`src/rtl/echo_pkg.sv`:
```
package echo_pkg;
  typedef enum logic [1:0] {
    PH_IDLE  = 2'd0,
    PH_READ  = 2'd1,
    PH_WRITE = 2'd2
  } phase_e;
endpackage

```
`src/rtl/echo_sequencer.sv`:
```
// Two-tick sample sequencer: read tick, then write tick, repeated.
module echo_sequencer
  import echo_pkg::*;
(
  input  logic clk,
  input  logic rst,
  output logic rd_tick,
  output logic wr_tick
);
  phase_e phase_q, phase_d;

  always_comb begin
    unique case (phase_q)
      PH_IDLE:  phase_d = PH_READ;
      PH_READ:  phase_d = PH_WRITE;
      PH_WRITE: phase_d = PH_READ;
      default:  phase_d = PH_IDLE;
    endcase
  end

  always_ff @(posedge clk) begin
    if (rst) phase_q <= PH_IDLE;
    else     phase_q <= phase_d;
  end

  assign rd_tick = (phase_q == PH_READ);
  assign wr_tick = (phase_q == PH_WRITE);
endmodule

```
`src/rtl/echo_addr_counter.sv`:
```
// Circular sample address; steps once per sample period.
module echo_addr_counter #(
  parameter int ADDR_W = 16
) (
  input  logic              clk,
  input  logic              rst,
  input  logic              step,
  output logic [ADDR_W-1:0] addr
);
  localparam logic [ADDR_W-1:0] LAST = {ADDR_W{1'b1}};
  localparam logic [ADDR_W-1:0] ONE  = ADDR_W'(1);

  always_ff @(posedge clk) begin
    if (rst)
      addr <= '0;
    else if (step)
      addr <= (addr == LAST) ? '0 : addr + ONE;
  end
endmodule

```
`src/rtl/echo_capture.sv`:
```
// Holds the replayed word for one sample period and flags its update.
module echo_capture #(
  parameter int DATA_W = 16
) (
  input  logic              clk,
  input  logic              rst,
  input  logic              load,
  input  logic [DATA_W-1:0] din,
  output logic [DATA_W-1:0] dout,
  output logic              fresh
);
  always_ff @(posedge clk) begin
    if (rst) begin
      dout  <= '0;
      fresh <= 1'b0;
    end else begin
      fresh <= load;
      if (load) dout <= din;
    end
  end
endmodule

```
`src/rtl/echo_delay_ctrl.sv`:
```
module echo_delay_ctrl #(
  parameter int ADDR_W = 16,
  parameter int DATA_W = 16
) (
  input  logic              clk,
  input  logic              rst,
  input  logic [DATA_W-1:0] adc_sample,
  output logic              adc_oe,
  output logic [ADDR_W-1:0] ram_addr,
  output logic              ram_oe,
  output logic              ram_we,
  output logic [DATA_W-1:0] ram_wdata,
  input  logic [DATA_W-1:0] ram_rdata,
  output logic [DATA_W-1:0] dac_sample,
  output logic              dac_valid
);
  logic rd_tick, wr_tick;

  echo_sequencer u_seq (
    .clk     (clk),
    .rst     (rst),
    .rd_tick (rd_tick),
    .wr_tick (wr_tick)
  );

  // Address moves on at the edge that closes the write tick.
  echo_addr_counter #(.ADDR_W(ADDR_W)) u_addr (
    .clk  (clk),
    .rst  (rst),
    .step (wr_tick),
    .addr (ram_addr)
  );

  // Replayed word is captured at the edge that closes the read tick.
  echo_capture #(.DATA_W(DATA_W)) u_cap (
    .clk   (clk),
    .rst   (rst),
    .load  (rd_tick),
    .din   (ram_rdata),
    .dout  (dac_sample),
    .fresh (dac_valid)
  );

  assign ram_oe    = rd_tick;
  assign ram_we    = wr_tick;
  assign adc_oe    = wr_tick;
  assign ram_wdata = adc_sample;
endmodule

```
`config.mk`:
```
export PLATFORM = sky130hd
export DESIGN_NAME = echo_delay_ctrl
export DESIGN_NICKNAME = d
export VERILOG_FILES = /design/src/rtl/echo_pkg.sv /design/src/rtl/echo_sequencer.sv /design/src/rtl/echo_addr_counter.sv /design/src/rtl/echo_capture.sv /design/src/rtl/echo_delay_ctrl.sv
export SDC_FILE = /design/constraint.sdc
export NUM_CORES = 1
export LEC_CHECK = 0
export ABC_AREA = 1
export BUFFER_PORTS_ARGS = -buffer_cell sky130_fd_sc_hd__clkbuf_2
export CAP_MARGIN = 10
export CORE_ASPECT_RATIO = 1.4
export CORE_MARGIN = 2
export CORE_UTILIZATION = 42
export CTS_CLUSTER_DIAMETER = 40
export CTS_CLUSTER_SIZE = 28
export DETAILED_ROUTE_END_ITERATION = 16
export GPL_TIMING_DRIVEN = 0
export PLACE_DENSITY_LB_ADDON = 0.1
export RECOVER_POWER = 50
export SLEW_MARGIN = 10
export SYNTH_ARGS = -nofsm -noshare
export SYNTH_HDL_FRONTEND = slang
export SYNTH_HIERARCHICAL = 1
export SYNTH_SLANG_ARGS = --single-unit
```
`constraint.sdc`:
```
create_clock -name clk -period 1.4 [get_ports clk]
set_input_delay 0 -clock clk [delete_from_list [all_inputs] [get_ports clk]]
set_output_delay 0 -clock clk [all_outputs]
set_load 0.02 [all_outputs]
```
==> reports/metrics.csv <==
metric,value,unit
Final Hold Fails,0,
CTS tree,yes,
clk sink count,35,
Syn Area/Cell,6.928,sq um
status,completed,
cell with the most instances after synthesis,nand2_1,
Post-synth top flop,dfxtp_1,
"Async S/R FF share, synth",0,
setup skew after layout,4.501,ps
DR vias/cell,4.253,
Slew @ Worst Pin,302.0,ps
post-synthesis sequential area ratio,0.3774,
first-pass GRT wire length,6.582,mm
Clock Root Buffer,clkbuf_8,
CP Max Fanout,5,
deepest clock path buffer count,2,
Routed Antenna Nets,0,
Place WS,-76.15,ps
Post-Syn Instances,268,
register area,708.2,sq um
Initial Util,0.4380,
Tmin final,1308,ps
startpoint types,flop,
die height,82.67,microns
syn_nets,303,
crit path kind,reg -> reg,
required time of the worst setup path,1620,ps
initial antenna violation count,0,
FP Rows,28,
area of the multi-input gates,863.3,sq um
power per standard cell area,894.9,nW/um^2
maxcap violations,0,
post-synthesis register bit count,35,
WL per Instance,10.13,microns
fin crit share,0.9346,
routed vias,1765,
Layout area overhead,33.29,%
Ports,86,
Detailed Routing Iterations Pass 1,4,
DRC viols,0,
Overflow after GRT,0,
n_diodes,0,
vias in the first global route,1555,
pin count of the biggest net entering global routing,12,
Worst Hold Class,in -> reg,
count of cell types in the netlist,24,
crit path capture type,flop,
Clock transition at path regs,70,ps
Post-DP HPWL,3.062,mm
Commonest cells post-synth,"57 x nand2_1, 53 x nor2_1, 37 x inv_1",
clk_lat worst skew,280,ps
hold slack,13.89,ps
number of flops mapped to enable cells by yosys,0,
Fmax,764.2,MHz
RSZ-0062 raised after global routing,true,
Num CTS Buffers,5,
Synth top area share,0.3774,
die area,4976,sq um
Critical Path AT,1530,ps
biggest area consumer among synthesized cells,dfxtp_1,
initial detailed-routing violation count,57,
total wire length,4.204,mm
maximum vdd drop,0.4890,mV
layout cells sized above 1,0.3099,
largest cells by area after synthesis,"dfxtp_1 38%, nand2_1 12%, nor2_1 11%, inv_1 7.5%, buf_4 7.3%",
Fillers,462,
Placer Congestion,0.8169,
nets,390,
YS warnings,6,
Horiz. Die Dim,60.20,microns
Core ar.,4239,sq um
GRT Util Overall,0.1780,
setup ws final,91.50,ps
max-slew violation count,0,
htree depth,2,
Synth Cell Area,1857,sq um
Leak,1.191,nW
relative slew slack,0.7986,
PortBufs,69,
Final Setup Violations,0,
Layout Cells excl Fill,415,
Cells after DPL,397,
## registers in the layout (all words and copies together) (netlist names)
register and flops:
u_seq/phase_q 2, u_cap/dout 16, u_cap/fresh 1, u_addr/addr 16
## cell usage in the layout, fill, tap and decap left out, types with 6 or more instances in the layout
master	synthesis	layout
nand2_1	57	57
nand3_1	9	9
clkbuf_8	0	6
dfxtp_1	35	29
nand2_2	14	14
dlygate4sd3_1	0	7
clkbuf_2	0	30
inv_1	37	37
nor2_2	16	15
clkbuf_1	0	39
buf_4	18	22
dfxtp_2	0	6
nor2_1	53	50
## critical path, stage by stage (launching register included)
cell,delay [ps]
dfxtp_1,310
inv_1,70
nor2_4,160
buf_4,140
nand3_2,100
nor2_2,130
nand2_1,90
o21bai_1,130
inv_1,50
nor2_1,80
## routing by layer
layer  up-vias  global-route usage  routed length [microns]
met1       768              0.1895                     1675
met2        46              0.3261                     2247
met5         -                   0                        0
met4         0             0.07333                       58
met3         4             0.04361                      223
li1        947                   -                        -
## where the power goes
group | switching [mW] | internal [mW]
Combinational | 0.243 | 0.170
Sequential | 0.0248 | 1.04
Clock | 0.349 | 0.386
Total | 0.617 | 1.60
## through the flow
step                      total power [mW]  cell area (sq um)  TNS, ps    util
after floorplan                      1.376               1866        0       -
after global placement               1.493               2286   -209.6  0.5393
after detailed placement             1.498               2286   -245.9  0.5393
after CTS                            2.268               2467        0  0.5821
after global routing                 2.340               2475   -48.02  0.5838
final                                2.215               2475        0  0.5838
## cell families after synthesis
group           share of synthesized area
flops                              0.3774
compound gates                    0.02425
fa+ha+maj                        0.006737
buf+inv                            0.1853
simple gates                       0.3828
xor+xnor                          0.02358
## layout make-up
type                    count  area share
clock inverters             1    0.002022
repair buffers             80      0.1603
inverters                  40     0.06117
clock buffers               6     0.03337
flip-flops and latches     35      0.2861
plain buffers              22     0.07786
well taps                  60     0.03033
multi-input cells         171      0.3488
## final timing paths
path | startpoint | end | slack, ps | depth (start not counted)
max | u_seq/phase_q[1]$_SDFF_PP0_ | u_addr/addr[10]$_SDFFE_PP0P_ | 90 | 9
min | ram_rdata[5] | u_cap/dout[5]$_SDFFE_PP0P_ | 10 | 5
max reg2reg | u_seq/phase_q[1]$_SDFF_PP0_ | u_addr/addr[10]$_SDFFE_PP0P_ | 90 | 9
min reg2reg | u_cap/dout[15]$_SDFFE_PP0P_ | u_cap/dout[15]$_SDFFE_PP0P_ | 470 | 2
## repair_timing
action | CTS | global route
buffers inserted | 2 | 2
hold endpoints to repair | 7 | 0
gates resized for setup | 3 | 11
setup endpoints to repair | 8 | 9
pin swaps | 1 | 1
hold buffers | 7 | 0
(Power assumes the default switching activity.)
